--- src/rtl/irq_gate_pkg.sv ---
// Shared constants and types for the interrupt acceptance gating unit.
// Assumes 8-bit vectors and 2-bit privilege levels.
package irq_gate_pkg;
    localparam int VEC_W       = 8;
    localparam int PL_W        = 2;
    localparam int SYNC_STAGES = 2;
    localparam logic [VEC_W-1:0] STEP_VEC = 8'd1;
    localparam logic [VEC_W-1:0] NMI_VEC  = 8'd2;

    typedef enum logic [1:0] {
        SEL_NONE = 2'd0,
        SEL_STEP = 2'd1,
        SEL_NMI  = 2'd2,
        SEL_INTR = 2'd3
    } sel_e;
endpackage

--- src/rtl/irq_pin_edge.sv ---
// Synchronizes an asynchronous pin through STAGES flops and flags a rising
// edge for one cycle. Assumes the pin is held low during reset.
module irq_pin_edge #(
    parameter int STAGES = 2
) (
    input  logic clk,
    input  logic rst_n,
    input  logic pin,
    output logic rise
);
    localparam int LAST = STAGES;

    logic [LAST:0] chain_q;

    // Shift the pin through the synchronizer plus one history flop.
    always_ff @(posedge clk) begin
        if (!rst_n) chain_q <= '0;
        else        chain_q <= {chain_q[LAST-1:0], pin};
    end

    // Rising edge of the synchronized value.
    always_comb rise = chain_q[LAST-1] & ~chain_q[LAST];
endmodule

--- src/rtl/irq_nmi_track.sv ---
// Holds the single pending NMI bit and the NMI-blocked bit. New arrivals
// merge into the pending bit; a release input unblocks in the same cycle.
module irq_nmi_track (
    input  logic clk,
    input  logic rst_n,
    input  logic arrive,
    input  logic release_i,
    input  logic accept,
    output logic pend_eff,
    output logic blk_eff,
    output logic blk_q
);
    logic pend_q;

    // Effective state seen by the selector at this boundary.
    always_comb begin
        pend_eff = pend_q | arrive;
        blk_eff  = blk_q & ~release_i;
    end

    // Update pending and blocked bits.
    always_ff @(posedge clk) begin
        if (!rst_n) begin
            pend_q <= 1'b0;
            blk_q  <= 1'b0;
        end else begin
            pend_q <= pend_eff & ~accept;
            blk_q  <= blk_eff | accept;
        end
    end
endmodule

--- src/rtl/irq_if_ctrl.sv ---
// Keeps the maskable-interrupt enable flag. Applies privileged set/clear and
// gate-entry effects at a retire boundary and reports privilege faults.
module irq_if_ctrl
    import irq_gate_pkg::*;
(
    input  logic            clk,
    input  logic            rst_n,
    input  logic            retire,
    input  logic            sti,
    input  logic            cli,
    input  logic            int_gate,
    input  logic            trap_gate,
    input  logic [PL_W-1:0] cpl,
    input  logic [PL_W-1:0] iopl,
    output logic            if_eff,
    output logic            if_q,
    output logic            priv_fault
);
    logic priv_ok;

    // Flag value after the retiring instruction's effect.
    always_comb begin
        priv_ok    = (cpl <= iopl);
        priv_fault = retire & (sti | cli) & ~priv_ok;
        if_eff     = if_q;
        if (retire) begin
            if (sti && priv_ok) if_eff = 1'b1;
            if (cli && priv_ok) if_eff = 1'b0;
            if (int_gate && !trap_gate) if_eff = 1'b0;
        end
    end

    // Store the flag; reset clears it.
    always_ff @(posedge clk) begin
        if (!rst_n) if_q <= 1'b0;
        else        if_q <= if_eff;
    end
endmodule

--- src/rtl/irq_select.sv ---
// Fixed-priority choice among step trap, NMI and maskable interrupt at one
// boundary; the stack-switch shadow suppresses every candidate.
module irq_select
    import irq_gate_pkg::*;
(
    input  logic retire,
    input  logic shadow,
    input  logic step,
    input  logic nmi_ok,
    input  logic intr_ok,
    output sel_e sel
);
    // Pick the highest-priority eligible event.
    always_comb begin
        if (!retire || shadow) sel = SEL_NONE;
        else if (step)         sel = SEL_STEP;
        else if (nmi_ok)       sel = SEL_NMI;
        else if (intr_ok)      sel = SEL_INTR;
        else                   sel = SEL_NONE;
    end
endmodule

--- src/rtl/irq_accept_gate.sv ---
// Top of the interrupt acceptance gating unit. Combines the NMI edge path,
// NMI tracking, enable-flag control and the selector, and registers the
// accept pulses. Assumes decode flags are valid only with retire.
module irq_accept_gate
    import irq_gate_pkg::*;
(
    input  logic             clk,
    input  logic             rst_n,
    input  logic             nmi_pin,
    input  logic             nmi_msg,
    input  logic             intr_req,
    input  logic [VEC_W-1:0] intr_vec,
    input  logic             step_req,
    input  logic             retire,
    input  logic             is_iret,
    input  logic             is_iret_fault,
    input  logic             is_sti,
    input  logic             is_cli,
    input  logic             is_ss_load,
    input  logic             is_int_gate,
    input  logic             is_trap_gate,
    input  logic [PL_W-1:0]  cpl,
    input  logic [PL_W-1:0]  iopl,
    output logic             take_step,
    output logic             take_nmi,
    output logic             take_intr,
    output logic [VEC_W-1:0] acc_vector,
    output logic             gp_fault
);
    logic pin_rise, nmi_arrive, nmi_release, nmi_accept;
    logic pend_eff, blk_eff, nmi_blk_q;
    logic if_eff, if_q, priv_fault;
    logic shadow;
    sel_e sel;

    irq_pin_edge #(.STAGES(SYNC_STAGES)) u_edge (
        .clk(clk), .rst_n(rst_n), .pin(nmi_pin), .rise(pin_rise)
    );

    // Combine the NMI sources and boundary controls.
    always_comb begin
        nmi_arrive  = pin_rise | nmi_msg;
        nmi_release = retire & (is_iret | is_iret_fault);
        shadow      = retire & is_ss_load;
        nmi_accept  = (sel == SEL_NMI);
    end

    irq_nmi_track u_nmi (
        .clk(clk), .rst_n(rst_n),
        .arrive(nmi_arrive), .release_i(nmi_release), .accept(nmi_accept),
        .pend_eff(pend_eff), .blk_eff(blk_eff), .blk_q(nmi_blk_q)
    );

    irq_if_ctrl u_if (
        .clk(clk), .rst_n(rst_n), .retire(retire),
        .sti(is_sti), .cli(is_cli),
        .int_gate(is_int_gate), .trap_gate(is_trap_gate),
        .cpl(cpl), .iopl(iopl),
        .if_eff(if_eff), .if_q(if_q), .priv_fault(priv_fault)
    );

    irq_select u_sel (
        .retire(retire), .shadow(shadow), .step(step_req),
        .nmi_ok(pend_eff & ~blk_eff), .intr_ok(intr_req & if_eff),
        .sel(sel)
    );

    // Register the winner as one-cycle pulses with its vector.
    always_ff @(posedge clk) begin
        if (!rst_n) begin
            take_step  <= 1'b0;
            take_nmi   <= 1'b0;
            take_intr  <= 1'b0;
            acc_vector <= '0;
            gp_fault   <= 1'b0;
        end else begin
            take_step <= (sel == SEL_STEP);
            take_nmi  <= (sel == SEL_NMI);
            take_intr <= (sel == SEL_INTR);
            gp_fault  <= priv_fault;
            unique case (sel)
                SEL_STEP: acc_vector <= STEP_VEC;
                SEL_NMI:  acc_vector <= NMI_VEC;
                SEL_INTR: acc_vector <= intr_vec;
                default:  acc_vector <= '0;
            endcase
        end
    end
endmodule

--- config.mk ---
export PLATFORM = sky130hd
export DESIGN_NAME = irq_accept_gate
export DESIGN_NICKNAME = d
export VERILOG_FILES = /design/src/rtl/irq_gate_pkg.sv /design/src/rtl/irq_pin_edge.sv /design/src/rtl/irq_nmi_track.sv /design/src/rtl/irq_if_ctrl.sv /design/src/rtl/irq_select.sv /design/src/rtl/irq_accept_gate.sv
export SDC_FILE = /design/constraint.sdc
export NUM_CORES = 1
export LEC_CHECK = 0
export BUFFER_PORTS_ARGS = -buffer_cell sky130_fd_sc_hd__clkbuf_2
export CORE_MARGIN = 2
export CORE_UTILIZATION = 44
export DETAILED_ROUTE_END_ITERATION = 16
export MAX_ROUTING_LAYER = met4
export PLACE_DENSITY = 0.88
export SYNTH_ARGS = -nofsm -noshare
export SYNTH_HDL_FRONTEND = slang
export SYNTH_SLANG_ARGS = --single-unit
--- constraint.sdc ---
create_clock -name clk -period 3.89 [get_ports clk]
set_input_delay 0.5835 -clock clk [delete_from_list [all_inputs] [get_ports clk]]
set_output_delay 0.5835 -clock clk [all_outputs]
set_load 0.01 [all_outputs]
Word-level counts from Yosys, hierarchy flattened

Cells that the tools add are included.

Flip-flop bits (word level): 18
Bits in latches: 0
RAM bits: 0
ROM bits: 0
Input bits: 26
Logic and storage cells: 47
Memories: 0

Add/subtract/negate cells: 0
Multiply operators: 0
Div/mod/pow operators: 0
$lt $le $gt $ge: 1
Equality and inequality tests: 3
Shifts and indexed selects: 0
Multiplexer cells: 9
Bitwise operators: 19
Reductions and logical operators: 6

Operators with widths:

| cell                                          | number |
|---|---|
| one-hot mux 8 bit (3 select lines)            | 1 |
| AND 1 bit                                     | 9 |
| 2-to-1 mux 2 bit                              | 4 |
| NOT 1 bit                                     | 5 |
| bitwise OR 1 bit                              | 5 |
| == test 2 bit, second input constant          | 2 |
| 2-to-1 mux 1 bit                              | 4 |
| logical AND 1 bit                             | 3 |
| == test 2 x 1 -> 1 bit, second input constant | 1 |
| less-or-equal comparator 2 bit                | 1 |
| zero test 1 bit                               | 2 |
| logical OR 1 bit                              | 1 |

Longest topological paths before layout

Gate-level depths: netlist of the first run.

Depth in word-level cells: 14
Mapped depth: 7
Depth with buffers taken out: 7

Modules after synthesis

A second synthesis of the first run with hierarchy kept.

Cells, all modules: 71
Area total of the unflattened synthesis: 719.4 µm²

By module, submodules not included:

| module          | times used | cells an instance | area an instance (µm²) | sequential area each (µm²) |
|---|---|---|---|---|
| irq_accept_gate | 1          | 35                | 372.9                  | 240.2 |
| irq_if_ctrl     | 1          | 17                | 138.9                  | 20.0 |
| irq_pin_edge    | 1          | 7                 | 92.6                   | 60.1 |
| irq_nmi_track   | 1          | 6                 | 68.8                   | 40.0 |
| irq_select      | 1          | 6                 | 46.3                   | 0.0 |

Worst setup path before layout of the first run

No wires, ideal clock.

Kind: input to register
Start: input port iopl[1]
End: register acc_vector[2]
Library setup time: 0.059 ns
Arrival: 1.792 ns
Data required time: 3.831 ns
Slack: 2.039 ns
Stages on the path: 7
Path through: inv_1 ha_1 nor2b_4 o21ai_2 a31o_1 nor4_4 and2_1

Word-level cells in the longest chain between the ends: 13
Elaborated cells on any way between the ends: 16
Those cells by class: 1 x order compare; 3 x eq/ne; 9 x mux; 1 x bitwise; 2 x reduce/logical

Ends and longest elaborated chain:

| item                                                           | line                  | RTL |
|---|---|---|
| start, declared                                                | irq_accept_gate.sv:23 | `input logic [PL_W-1:0] iopl,` |
| less-or-equal comparator 2 bit (*)                             | irq_if_ctrl.sv:23     | `priv_ok = (cpl <= iopl);` |
| logical AND 1 bit                                              | irq_if_ctrl.sv:27     | `if (sti && priv_ok) if_eff = 1'b1;` |
| 2-to-1 mux 1 bit                                               | irq_if_ctrl.sv:27     |  |
| 2-to-1 mux 1 bit (*)                                           | irq_if_ctrl.sv:28     | `if (cli && priv_ok) if_eff = 1'b0;` |
| 2-to-1 mux 1 bit (*)                                           | irq_if_ctrl.sv:29     | `if (int_gate && !trap_gate) if_eff = 1'b0;` |
| 2-to-1 mux 1 bit (*)                                           | irq_if_ctrl.sv:26     | `if (retire) begin` |
| AND 1 bit (*)                                                  | irq_accept_gate.sv:64 | `.nmi_ok(pend_eff & ~blk_eff), .intr_ok(intr_req & if_eff),` |
| 2-to-1 mux 2 bit (*)                                           | irq_select.sv:18      | `else if (intr_ok) sel = SEL_INTR;` |
| 2-to-1 mux 2 bit (*)                                           | irq_select.sv:17      | `else if (nmi_ok) sel = SEL_NMI;` |
| 2-to-1 mux 2 bit (*)                                           | irq_select.sv:16      | `else if (step) sel = SEL_STEP;` |
| 2-to-1 mux 2 bit (*)                                           | irq_select.sv:15      | `if (!retire \|\| shadow) sel = SEL_NONE;` |
| == test 2 bit / == test 2 x 1 -> 1 bit (equally long branches) | irq_accept_gate.sv:81 | `unique case (sel)` |
| one-hot mux 8 bit (3 select lines) (*)                         | irq_accept_gate.sv:81 |  |
| end signal, assigned                                           | irq_accept_gate.sv:84 | `SEL_INTR: acc_vector <= intr_vec;` |
| end, declared                                                  | irq_accept_gate.sv:27 | `output logic [VEC_W-1:0] acc_vector,` |

Mark *: on every way between the ends. The rest lies on a longest branch, timed or not.
A chain may end at the register's enable or synchronous reset.

Worst setup path after layout of the first run

Start: input port iopl[1]
End: register acc_vector[4]

Same word-level chain as after synthesis.

==> flow_summary.ini, run 1 <==
[grt]
grt_pass1_wl_um = 1940
grt_antenna_before_repair = 0
grt_usage_pct = 14.5
grt_overflow = 0
grt_max_degree = 10
grt_pass1_vias = 488

[yosys]
ys.warnings.count = 0
synth_area_um2 = 649
synth-seq-area-share_pct = 55.5
synthTopCellsByArea = dfxtp_1 55%, and2_1 8.7%, ha_1 3.9%, nor4_4 3.3%, nor2_1 2.9%
synth_cells = 60
synth_edf_count = 0
syn_area_per_cell_um2 = 10.8
ys_async_sr_fraction_pct = 0
synth.largest_area_cell = dfxtp_1
synth_seq_cells = 18
synth_top_area_share_pct = 55.5
synth_flop_cell = dfxtp_1
synth_common_cells = 18 x dfxtp_1, 9 x and2_1, 5 x nor2_1, 3 x inv_1
yosysMostFrequentCell = dfxtp_1
synth_nets = 88
ys_types = 23

[sta]
setup_viol = 0
skew_ns = 0.00144
worstMarginPinSlew_ns = 0.486
grt_setup_unrepaired = false
finalCritPeriodShare_pct = 45.0
hold_violations = 0
slew_violations = 0
tns_ns = 0
slew_headroom_pct = 67.3
period_needed_ns = 1.75
fmax_mhz = 571

[place]
hpwl_um = 969
globalplace.congestion = 0.728
io_buffer_count = 37

[worst_setup_path]
critPathBufInv = 2
crit_family = simple AND/OR/NAND/NOR gates
r2r_slack_ns = 2.44
endpoint_kind = flip-flop
cp.required_ns = 4.12
cpPeakStageDelay_ns = 0.36
r2r_end = acc_vector[1]
worst_path_max_delay_cell = nor4_4
worstSetupPathType = in -> reg
crit_arrival_ns = 1.98
r2r_cells = 4
startpoint_type = input port
cp-startpoint = iopl[1]
path_cells = clkbuf_2 -> inv_1 -> ha_1 -> nor2b_4 -> o21ai_2 -> a31o_1 -> nor4_4 -> and2_1
path_max_fanout = 7
r2r-start = u_nmi.blk_q

[floorplan]
die_y_um = 42.4
io_pins = 38
design.die.area_mm2 = 0.00180
core_area_mm2 = 0.00133
num_rows = 13
die_x_um = 42.4
initial_core_util_pct = 48.7

[clock_network]
cts_root_buffer = clkbuf_4
clock_latency_ns = 0.28
cts_max_path_buffers = 2
clkTransAtPathRegs_ns = 0.09
cts_tree = yes
ctsResizeCount = 0
cts_sinks = 18
post_cts_buffers = 0
cts_buffers = 3
ctsHoldBuffers = 0
h-tree-depth = 1

[final_layout]
syn2layout_area_growth_pct = 34.9
final.fill_count = 116
antenna_cells = 0
fin_util_pct = 65.7
final_nets = 130
layout-drive-gt1-share_pct = 45.0

[min_path]
min_path_cells = 1
min_delay_worst_endpoint = u_edge.chain_q[1]
holdCritStartpoint = u_edge.chain_q[0]
hp-class = reg -> reg

[run_status]
outcome = complete, no violations

[route]
vias_per_cell = 4.90
antenna_left = 0
firstDrtPassIters = 4
via_count = 563
post_drt_wl_per_cell_um = 10.1
drt_wl_total_um = 1160
drc_errors = 0
drtIter0Drc = 3

[pwr]
p_leak_nw = 0.456
power.density_mw_per_mm2 = 357
worst_ir_drop_vdd_uv = 144

[flow_run]
drv_cap = 0
==> logic make-up after synthesis <==
family	synth area share (%)
compound gates	11.6
fa+ha+maj	3.85
buf+inv	1.73
flops	55.5
simple gates	27.4
==> layout by cell type (no fill, tap or decap), drive strengths merged <==
| cell type | count |
|---|---|
| a31oi | 1 |
| nor3b | 1 |
| inv | 3 |
| nand2b | 2 |
| and2b | 1 |
| ha | 2 |
| nor2b | 1 |
| clkbuf | 40 |
| nor4 | 3 |
| nand2 | 2 |
| dfxtp | 18 |
| nand3b | 1 |
| and3 | 1 |
| nor2 | 5 |
| and2 | 9 |
| a211oi | 1 |
| a31o | 2 |
| o211ai | 2 |
| o21ai | 2 |
| nor3 | 1 |
| a21o | 2 |
==> final cells by class <==
type                            count  area [um2]  share of cell area, %
Clock buffer                        3        22.5                   2.57
Sequential cell                    18         360                   41.1
Multi-Input combinational cell     39         278                   31.7
Tap cell                           15        18.8                   2.14
Inverter                            3        11.3                   1.29
Timing Repair Buffer               37         185                   21.1
==> through the flow <==
step	instances	hold slack, ns	power [mW]	area (um2)	setup slack [ns]
floorplan	60	0.412	0.213	649	2.04
global placement	112	0.415	0.231	853	1.88
detailed placement	112	0.421	0.232	853	1.82
CTS	115	0.442	0.315	876	2.11
global route	115	0.453	0.326	876	2.01
finish	115	0.438	0.312	876	2.14
==> worst max-delay path by stage <==
stage | endpoint | slack, ns | cells past startpoint
after detailed placement | acc_vector[4] | 1.82 | 8
after floorplan | acc_vector[2] | 2.04 | 7
after CTS | acc_vector[4] | 2.11 | 8
after global placement | acc_vector[6] | 1.88 | 8
after global routing | acc_vector[1] | 2.01 | 8
final | acc_vector[4] | 2.14 | 8
==> worst register-to-register path, delay by kind of cell, from the launching register on <==
family	cells	cell delay (ns)
simple gates	2	0.67
flops	1	0.33
compound gates	2	0.40
==> where the power goes <==
part | leakage [nW] | internal, mW | switching, mW
sequential | 0.146 | 0.189 | 0.00123
clock | 0.0138 | 0.0359 | 0.0488
combinational | 0.295 | 0.0198 | 0.0178
total | 0.456 | 0.245 | 0.0679
==> per-layer routing <==
metal,global-route usage (%),vias up,wire (um)
li1,-,289,-
met1,15.9,242,465
met2,24.9,30,549
met3,2.59,2,132
met4,7.50,0,14
met5,-,-,0
==> state kept, by name, indices dropped and copies added (netlist names) <==
name / count
u_edge.chain_q: 3
u_nmi.pend_q: 1
take_step: 1
gp_fault: 1
take_intr: 1
acc_vector: 8
take_nmi: 1
u_if.if_q: 1
u_nmi.blk_q: 1
Note: power is estimated with default switching activity, not from simulation.
==> run 2, diff against run 1 <==
--- a/config.mk
+++ b/config.mk
@@ -7,10 +7,10 @@
 export LEC_CHECK = 0
 export BUFFER_PORTS_ARGS = -buffer_cell sky130_fd_sc_hd__clkbuf_2
 export CORE_MARGIN = 2
-export CORE_UTILIZATION = 44
+export CORE_UTILIZATION = 40
 export DETAILED_ROUTE_END_ITERATION = 16
 export MAX_ROUTING_LAYER = met4
-export PLACE_DENSITY = 0.88
+export PLACE_DENSITY = 0.81
 export SYNTH_ARGS = -nofsm -noshare
 export SYNTH_HDL_FRONTEND = slang
 export SYNTH_SLANG_ARGS = --single-unit
==> constraint.sdc (replaced) <==
create_clock -name clk -period 1.74 [get_ports clk]
set_input_delay 0.261 -clock clk [delete_from_list [all_inputs] [get_ports clk]]
set_output_delay 0.261 -clock clk [all_outputs]
set_load 0.01 [all_outputs]
==> run 2 against run 1 <==
Final cell count increased by 0.87%. Final area up 0.14%. Routed wire length rose by 12%. Clock-buffer cell count is the same. Via count down 1.6%. Non-clock buffer count unchanged. First-iteration DRC count rose to 2.7 times the previous value. Clock skew increased by 0.0029 ns. Largest power group unchanged.
==> flow_summary.ini, run 2 (synthesis results as in run 1) <==
[sta]
slew_violations = 0
slew_headroom_pct = 62.4
period_needed_ns = 1.46
fmax_mhz = 685
worstMarginPinSlew_ns = 0.558
skew_ns = 0.00435
tns_ns = 0
grt_setup_unrepaired = false
fin_ws_ns = 0.280
setup_viol = 0
finalCritPeriodShare_pct = 83.9
hold_violations = 0

[run_status]
outcome = complete, no violations

[route]
firstDrtPassIters = 4
antenna_left = 0
via_count = 554
post_drt_wl_per_cell_um = 11.2
drtIter0Drc = 8
vias_per_cell = 4.78
drt_wl_total_um = 1300
drc_errors = 0

[final_layout]
antenna_cells = 0
final_cell_mix = 37 x clkbuf_2, 18 x dfxtp_1, 9 x and2_1
syn2layout_area_growth_pct = 35.1
reg.largest.list = acc_vector: 8 flops, u_edge.chain_q: 3 flops
fin_area_um2 = 877
largest_register_ffs = 8
final.fill_count = 137
layout-drive-gt1-share_pct = 45.0
final_nets = 130
top_register = acc_vector
layout_commonest_cell = clkbuf_2

[grt]
grt_pass1_wl_um = 2210
grt_max_degree = 10
grt_usage_pct = 16.4
grt_pass1_vias = 580
grt_antenna_before_repair = 0
grt_overflow = 0

[worst_setup_path]
worst_path_max_delay_cell = nor3b_1
cp.required_ns = 1.96
worstSetupPathType = reg -> reg
crit_cells = 4
crit_arrival_ns = 1.68
r2r_cells = 4
path_max_fanout = 7
crit_family = simple AND/OR/NAND/NOR gates
cpPeakStageDelay_ns = 0.38
path_cells = nor3b_1 -> o211ai_1 -> nor4_4 -> and2_1
startpoint_type = flip-flop
r2r_slack_ns = 0.28
endpoint_kind = flip-flop
critPathBufInv = 0

[place]
io_buffer_count = 37
globalplace.congestion = 0.735
preCtsSetupSlack_ns = -0.0188
placed_cell_area_um2 = 855
hpwl_um = 1070

[floorplan]
num_rows = 14
io_pins = 38
die_x_um = 44.3
core_area_mm2 = 0.00151
initial_core_util_pct = 43.1
design.die.area_mm2 = 0.00196
die_y_um = 44.3

[clock_network]
cts_root_buffer = clkbuf_4
ctsHoldBuffers = 0
post_cts_buffers = 0
clock_latency_ns = 0.28
cts_buffers = 3
ctsResizeCount = 0
cts_sinks = 18
h-tree-depth = 1
cts_tree = yes
clkTransAtPathRegs_ns = 0.09
cts_max_path_buffers = 2

[pwr]
worst_ir_drop_vdd_uv = 379
power.density_mw_per_mm2 = 800
power.switching_uw = 155
p_seq_share_pct = 60.6
p_int_uw = 547
switching_share_pct = 22.1
p_comb_share_pct = 12.2
clockPowerShare_pct = 27.2
p_leak_nw = 0.456

[min_path]
min_path_cells = 2
hp-class = in -> reg

[flow_run]
drv_cap = 0
==> run 2: per-layer routing <==
layer  track usage [%]  routed length (um)  vias up
li1                  -                   -      291
met1              16.9                 556      229
met2              27.1                 598       32
met3              3.27                 125        2
met4              12.7                  19        0
met5                 -                   0        -
==> run 2: area by class of cell <==
cell class                 count  area (um2)  share of cell area [%]
clock buffer                   3        22.5                    2.57
inverter                       3        11.3                    1.28
multi-input combinational     39         278                    31.7
sequential                    18         360                    41.1
tap                           16        20.0                    2.28
timing repair buffer          37         185                    21.1
==> run 2: worst paths after layout <==
| check | from | end |
|---|---|---|
| worst max register to register | u_nmi.blk_q | acc_vector[6] |
| worst min-delay path | intr_vec[2] | acc_vector[2] |
| worst min register to register | u_edge.chain_q[0] | u_edge.chain_q[1] |
| worst max-delay path | u_nmi.blk_q | acc_vector[6] |
==> run 2: worst reg2reg max path: cells and delay by family, from the launching register on <==
family,cells,cell delay [ns]
DFF,1,0.33
and+or+nand+nor,3,0.85
AOI/OAI and AO/OA,1,0.23
==> run 2: metrics by stage <==
step                hold slack (ns)  power (mW)  util (%)  std cells
finish                        0.174       0.702      58.2        116
CTS                           0.168       0.714      58.2        116
global route                  0.164       0.746      58.2        116
detailed placement            0.422       0.520      56.7        113
global placement              0.414       0.517      56.7        113
floorplan                     0.348       0.477         -         60
==> run 2: power by group through the flow <==
| stage | registers (mW) | clock network (mW) | logic, mW |
|---|---|---|---|
| floorplan | 0.436 | 0 | 0.0403 |
| global placement | 0.435 | 0 | 0.0827 |
| detailed placement | 0.435 | 0 | 0.0856 |
| CTS | 0.425 | 0.203 | 0.0861 |
| global route | 0.427 | 0.224 | 0.0956 |
| finish | 0.425 | 0.191 | 0.0855 |
